<file path="src/rtl/lsm_pkg.sv">
package lsm_pkg;
    typedef enum logic {
        LINK_HUNT   = 1'b0,
        LINK_LOCKED = 1'b1
    } link_state_e;

    typedef enum logic {
        WANT_COMMA = 1'b0,
        WANT_DATA  = 1'b1
    } acq_phase_e;
endpackage

</file>
<file path="src/rtl/lsm_acquire.sv">
module lsm_acquire
    import lsm_pkg::*;
#(
    parameter int PAIRS = 3
) (
    input  logic clk,
    input  logic rst_n,
    input  logic grp_en,
    input  logic grp_valid,
    input  logic grp_comma,
    input  logic hunting,
    output logic acq_hit
);
    localparam int PW = $clog2(PAIRS + 1);
    localparam logic [PW-1:0] LAST_PAIR = PW'(PAIRS - 1);

    typedef struct packed {
        acq_phase_e    phase;
        logic [PW-1:0] pairs;
    } acq_t;

    localparam acq_t ACQ_IDLE = '{phase: WANT_COMMA, pairs: '0};

    acq_t acq_d, acq_q;

    always_comb begin
        acq_d   = acq_q;
        acq_hit = 1'b0;
        if (!hunting) begin
            acq_d = ACQ_IDLE;
        end else if (grp_en) begin
            if (!grp_valid) begin
                // an invalid group throws away any pairs counted so far
                acq_d = ACQ_IDLE;
            end else begin
                case (acq_q.phase)
                    WANT_COMMA: begin
                        if (grp_comma) acq_d.phase = WANT_DATA;
                    end
                    WANT_DATA: begin
                        if (!grp_comma) begin
                            if (acq_q.pairs == LAST_PAIR) begin
                                acq_hit = 1'b1;
                                acq_d   = ACQ_IDLE;
                            end else begin
                                acq_d.pairs = acq_q.pairs + 1'b1;
                                acq_d.phase = WANT_COMMA;
                            end
                        end
                    end
                    default: acq_d = ACQ_IDLE;
                endcase
            end
        end
    end

    always_ff @(posedge clk or negedge rst_n) begin
        if (!rst_n) acq_q <= ACQ_IDLE;
        else        acq_q <= acq_d;
    end
endmodule

</file>
<file path="src/rtl/lsm_err_credit.sv">
module lsm_err_credit #(
    parameter int ERR_LIMIT = 4,
    parameter int GOOD_RUN  = 4,
    localparam int EW = $clog2(ERR_LIMIT + 1)
) (
    input  logic          clk,
    input  logic          rst_n,
    input  logic          grp_en,
    input  logic          grp_valid,
    input  logic          active,
    input  logic          clear,
    output logic [EW-1:0] err_cnt,
    output logic          lose_hit
);
    localparam int RW = $clog2(GOOD_RUN + 1);
    localparam logic [EW-1:0] ERR_EDGE = EW'(ERR_LIMIT - 1);
    localparam logic [RW-1:0] RUN_LAST = RW'(GOOD_RUN - 1);

    typedef struct packed {
        logic [EW-1:0] err;
        logic [RW-1:0] run;
    } credit_t;

    credit_t cr_d, cr_q;

    always_comb begin
        cr_d     = cr_q;
        lose_hit = 1'b0;
        if (clear) begin
            cr_d = '0;
        end else if (active && grp_en) begin
            if (!grp_valid) begin
                cr_d.run = '0;
                cr_d.err = cr_q.err + 1'b1;
                if (cr_q.err == ERR_EDGE) lose_hit = 1'b1;
            end else if (cr_q.run == RUN_LAST) begin
                cr_d.run = '0;
                if (cr_q.err != '0) cr_d.err = cr_q.err - 1'b1;
            end else begin
                cr_d.run = cr_q.run + 1'b1;
            end
        end
    end

    always_ff @(posedge clk or negedge rst_n) begin
        if (!rst_n) cr_q <= '0;
        else        cr_q <= cr_d;
    end

    assign err_cnt = cr_q.err;
endmodule

</file>
<file path="src/rtl/lane_sync_monitor.sv">
module lane_sync_monitor
    import lsm_pkg::*;
#(
    parameter int ACQ_PAIRS = 3,
    parameter int ERR_LIMIT = 4,
    parameter int GOOD_RUN  = 4
) (
    input  logic                           clk,
    input  logic                           rst_n,
    input  logic                           grp_en,
    input  logic                           grp_valid,
    input  logic                           grp_comma,
    output logic                           sync_ok,
    output logic [$clog2(ERR_LIMIT+1)-1:0] err_cnt
);
    typedef struct packed {
        link_state_e state;
    } link_t;

    link_t lk_d, lk_q;
    logic  hunting;
    logic  acq_hit;
    logic  lose_hit;

    assign hunting = (lk_q.state == LINK_HUNT);

    lsm_acquire #(.PAIRS(ACQ_PAIRS)) u_acq (
        .clk      (clk),
        .rst_n    (rst_n),
        .grp_en   (grp_en),
        .grp_valid(grp_valid),
        .grp_comma(grp_comma),
        .hunting  (hunting),
        .acq_hit  (acq_hit)
    );

    lsm_err_credit #(.ERR_LIMIT(ERR_LIMIT), .GOOD_RUN(GOOD_RUN)) u_credit (
        .clk      (clk),
        .rst_n    (rst_n),
        .grp_en   (grp_en),
        .grp_valid(grp_valid),
        .active   (!hunting),
        .clear    (acq_hit),
        .err_cnt  (err_cnt),
        .lose_hit (lose_hit)
    );

    always_comb begin
        lk_d = lk_q;
        case (lk_q.state)
            LINK_HUNT:   if (acq_hit)  lk_d.state = LINK_LOCKED;
            LINK_LOCKED: if (lose_hit) lk_d.state = LINK_HUNT;
            default:                   lk_d.state = LINK_HUNT;
        endcase
    end

    always_ff @(posedge clk or negedge rst_n) begin
        if (!rst_n) lk_q <= '{state: LINK_HUNT};
        else        lk_q <= lk_d;
    end

    assign sync_ok = (lk_q.state == LINK_LOCKED);
endmodule

</file>
<file path="config.mk">
export PLATFORM = sky130hd
export DESIGN_NAME = lane_sync_monitor
export DESIGN_NICKNAME = d
export VERILOG_FILES = /design/src/rtl/lsm_pkg.sv /design/src/rtl/lsm_acquire.sv /design/src/rtl/lsm_err_credit.sv /design/src/rtl/lane_sync_monitor.sv
export SDC_FILE = /design/constraint.sdc
export NUM_CORES = 1
export LEC_CHECK = 0
export ABC_AREA = 1
export BUFFER_PORTS_ARGS = -buffer_cell sky130_fd_sc_hd__buf_2
export CAP_MARGIN = 25
export CELL_PAD_IN_SITES_DETAIL_PLACEMENT = 2
export CELL_PAD_IN_SITES_GLOBAL_PLACEMENT = 2
export CORE_ASPECT_RATIO = 0.7
export CORE_MARGIN = 1
export CORE_UTILIZATION = 31
export DETAILED_ROUTE_END_ITERATION = 10
export PLACE_DENSITY = 0.79
export REMOVE_ABC_BUFFERS = 1
export SETUP_SLACK_MARGIN = 0.2
export SYNTH_ARGS = -nofsm -noshare
export SYNTH_HDL_FRONTEND = slang
export SYNTH_SLANG_ARGS = --single-unit
</file>
<file path="constraint.sdc">
create_clock -name clk -period 1.75 [get_ports clk]
set_input_delay 0.175 -clock clk [delete_from_list [all_inputs] [get_ports clk]]
set_output_delay 0.175 -clock clk [all_outputs]
set_load 0.01 [all_outputs]
</file>
# --- After elaboration in Yosys (flattened, before gate mapping) ---
# Index checks and enable logic that the tools add are counted.
word_totals:
  latchBits: 0
  rom_bits: 0
  memories: 0
  word_cells: 51
  ramBits: 0
  in_bits: 5
  reg_bits: 10
  out_inout_bits: 4
classes:
  reduce_logical: 6
  n_lt_le_gt_ge: 0
  n_eq_ne: 7
  n_div: 0
  n_addsub: 4
  n_mul: 0
  n_shift: 0
  n_mux: 27
  bitwise_logic: 2
op_table:
  columns: ["operator", "n"]
  rows:
  - ["3-bit 2-to-1 mux", 7]
  - ["6-bit 2-to-1 mux", 3]
  - ["1-bit 2-to-1 mux", 13]
  - ["3-bit by 1-bit inequality test with 1-bit output (second input constant)", 3]
  - ["3-bit by 1-bit adder with 3-bit output (second input constant)", 2]
  - ["3-bit by 2-bit equality test with 1-bit output (second input constant)", 2]
  - ["3-bit AND reduction", 2]
  - ["2-bit 2-to-1 mux", 2]
  - ["1-bit one-hot mux with 2 select lines", 2]
  - ["2-bit nonzero test", 2]
  - ["3-bit by 2-bit inequality test with 1-bit output (second input constant)", 1]
  - ["3-bit nonzero test", 1]
  - ["3-bit by 1-bit subtractor with 3-bit output (second input constant)", 1]
  - ["2-bit by 1-bit adder with 2-bit output (second input constant)", 1]
  - ["2-bit equality test (second input constant)", 1]
  - ["1-bit NOT", 2]
  - ["1-bit logical AND", 1]

# --- Longest topological paths before layout ---
logic_depth:
  ltp_word: 10
  mapped_depth: 10
  ltp_nobuf: 9

# --- Cells and area by module ---
# A second synthesis with hierarchy kept.
hier_totals:
  hier_cells: 86
  area_unflattened_um2: 630.6
by_module_without_submodules:
  columns: ["mod", "instances", "cells_each", "area_per_inst_um2", "seq_area_each_um2"]
  rows:
  - ["lsm_err_credit", 1, 55, 410.4, 150.1]
  - ["lsm_acquire", 1, 25, 171.4, 75.1]
  - ["lane_sync_monitor", 1, 6, 48.8, 25.0]

# --- Worst setup path after synthesis ---
# Ideal clock, no wire load.
synth_path:
  kind: "reg2reg"
  start: "register u_credit.cr_q (netlist bit u_credit.err_cnt[0])"
  end: "register u_credit.cr_q (netlist bit u_credit.err_cnt[2])"
  t_arrival_ns: 1.133
  setup_time_ns: 0.117
  n_path_buf: 0
  synth_period_minus_slack_ns: 1.251
  t_required_ns: 1.633
  setup_slack_ns: 0.499
  stages_incl_launch_ff: 9
  path_cell_list: "dfrtp_1 inv_1 fa_1 nand3_1 nand2_1 nand2_1 inv_1 nand3_1 nand2_1"
synth_via:
  elab_chain_cells: 6
synth_lines:
  columns: ["item", "line", "rtl"]
  rows:
  - ["start: declaration", "lsm_err_credit.sv:24", "credit_t cr_d, cr_q;"]
  - ["start signal: assignment", "lsm_err_credit.sv:47", "else cr_q <= cr_d;"]
  - ["3-bit by 1-bit subtractor with 3-bit output", "lsm_err_credit.sv:38", "if (cr_q.err != '0) cr_d.err = cr_q.err - 1'b1;"]
  - ["3-bit 2-to-1 mux", "lsm_err_credit.sv:38", null]
  - ["3-bit 2-to-1 mux", "lsm_err_credit.sv:36", "end else if (cr_q.run == RUN_LAST) begin"]
  - ["6-bit 2-to-1 mux", "lsm_err_credit.sv:32", "if (!grp_valid) begin"]
  - ["6-bit 2-to-1 mux", "lsm_err_credit.sv:31", "end else if (active && grp_en) begin"]
  - ["6-bit 2-to-1 mux", "lsm_err_credit.sv:29", "if (clear) begin"]
# Several ways; a longest one is shown, not always the timed one. The select of a mux whose other input is x is not followed.
# A chain may end at the register's enable or synchronous reset.

# --- Worst setup path in the final report ---
# Same ends and word-level chain as after synthesis.

==> results.ini <==
[status]
outcome=completed

[setup_path]
cp-start-kind=register
path_cells=inv_1 -> fa_1 -> inv_1 -> nand3_1 -> nand2_1 -> nand2_1 -> inv_1 -> nand3_1 -> nand2_1
crit_fanout=4
worstSetupPathType=register to register
cpLargestDelayFamily=adder cells
crit_slowest_cell=fa_1
end_kind=register
arrival_ns=1.60
critical_path_buf_inv_count=3
cpPeakStageDelay_ns=0.42
worstPathRequired_ns=1.95

[synth]
ys_ff_latch=10
syn_inst=83
async_flop_share_pct=100
yosys_warnings=0
syn_area_per_cell_sq_um=7.91
synth-seq-area-share_pct=38.1
synth_area_sq_um=657
synth_cell_types=23
synth_edf_count=0
ys.flop_type=dfrtp_1

[sta]
tns_ns=0
clock_skew_ns=0.00413
period_share_pct=80.3
max_slew_margin_pct=83.5
max_freq_mhz=712
min_period_ns=1.40
hold_ws_ns=0.209
hold_violations=0
setup_violations=0
maxSlewViolCount=0
worst_pin_slew_ns=0.248
rsz0062_at_grt=false
setup_ws_ns=0.345

[clock_tree]
cts_resized=0
cts_sinks=10
clk_latency_ns=0.26
cts.clk_slew.worst_paths_ns=0.06
cts_buffer_depth=2
htreeDepth=1
cts_tree=yes
cts_buffers=3
cts_root_buffer=clkbuf_4

[floorplan]
dieArea_sq_mm=0.00231
die_x_um=57.0
num_io_pins=9
start_util_pct=34.2
core_area_sq_mm=0.00192
rows=13
die_h_um=40.5

[route]
avgViaCountPerCell=4.88
first_pass_iters=3
drc_errors=0
drt_iter0_drc=2
wl_per_cell_um=13.1
routed-via-count=551
wirelength_mm=1.48
ant_nets=0

[power]
cellLeakagePower_nw=0.384
peakVddDrop_uv=420
powerDensity_mw_per_mm2=1390
power_mw=1.01

[final_layout]
num_antenna_cells=0
drive_gt1_share_pct=26.4
final_cells=113
areaGrowthSynthToFinish_pct=10.7
n_fill_cell=242
finalNetCount=100

[global_route]
antenna_found_initial=0
grt-ovfl-total=0
grt_pass1_wl_mm=2.46
grt_max_degree=11
grt_usage_pct=15.2
grt_pass1_vias=535

[placed_design]
dp.cells=109
post-dp-hpwl_mm=1.22
gp_congestion=0.727
pre_cts_ws_ns=0.320
port_buffers=8

[flow_run]
maxCapViolations=0

[min_path]
min_path_type=input port to register

[report_power, final]
group          internal, mW  total (mW)  switching (mW)
sequential            0.309       0.390          0.0814
clock                0.0789       0.148          0.0688
combinational         0.179       0.475           0.296
total                 0.567        1.01           0.446
[per-layer routing]
layer | vias to the layer above | share of wire [%] | GRT usage (%) | wire [um]
met5 | - | 0 | 0 | 0
met4 | 0 | 0.54 | 3.66 | 8
met2 | 8 | 44 | 25.0 | 657
met3 | 2 | 3.9 | 5.81 | 58
met1 | 263 | 51 | 19.2 | 759
li1 | 278 | - | - | -
[timing repair]
item	CTS	global route
setup buffers	0	0
hold buffers	1	0
hold endpoints to repair	10	0
[flip-flops by register name (all words and copies together), names as in the netlist]
signal and count:
u_credit.err_cnt 3, sync_ok 1, u_acq.acq_q 3, u_credit.cr_q 3
[Yosys cell counts, types with 2 or more instances]
master / number / area share [%]
buf_4: 4 / 4.6
dfrtp_1: 10 / 38
inv_1: 9 / 5.1
inv_2: 4 / 2.3
nand2_1: 17 / 9.7
nand2_2: 2 / 1.9
nand2_4: 3 / 5.1
nand3_1: 11 / 8.4
nor2_1: 8 / 4.6
o21ai_1: 2 / 1.5
[layout by cell type (no fill, tap or decap), drive strengths merged]
master,instances
buf,8
dfrtp,10
o21ai,3
a21boi,1
nand4,1
a21oi,2
nor4,1
fa,1
dlygate4sd3,1
nand2,22
a32o,1
clkbuf,3
nand3,12
o22ai,1
nor2,10
inv,13
ha,1
[path summary, 6_finish.rpt]
kind,start,to,slack [ns],cells past startpoint
min in group asynchronous,rst_n,sync_ok$_DFF_PN0_,0.31,2
max in group asynchronous,rst_n,u_credit.err_cnt[1]$_DFFE_PN0P_,1.24,2
min reg2reg,u_credit.cr_q[0]$_DFFE_PN0P_,u_credit.cr_q[0]$_DFFE_PN0P_,0.48,1
max,u_credit.err_cnt[0]$_DFFE_PN0P_,u_credit.err_cnt[2]$_DFFE_PN0P_,0.35,9
min,grp_comma,u_acq.acq_q[2]$_DFFE_PN0P_,0.21,2
max reg2reg,u_credit.err_cnt[0]$_DFFE_PN0P_,u_credit.err_cnt[2]$_DFFE_PN0P_,0.35,9
[cell families after synthesis]
group / after synthesis / share of synthesized area [%]
AO/OA/AOI/OAI: 8 / 8.00
adder cells (fa/ha/maj): 2 / 4.95
AND/OR/NAND/NOR: 46 / 37.0
flip-flops: 10 / 38.1
buffers and inverters: 17 / 12.0
[layout make-up]
class                           instances  area (sq um)  area share [%]
Timing Repair Buffer                    9          50.0            6.88
Inverter                               13          48.8            6.71
Tap cell                               22          27.5            3.79
Multi-Input combinational cell         56           328            45.1
Sequential cell                        10           250            34.4
Clock buffer                            3          22.5            3.10
[through the flow]
stage          util [%]  area (sq um)
6_report           37.9           727
5_1_grt            37.9           727
4_1_cts            37.9           727
3_5_place_dp       36.2           694
3_3_place_gp       36.2           694
2_1_floorplan         -           627
Power figures use the tool's default switching activity.
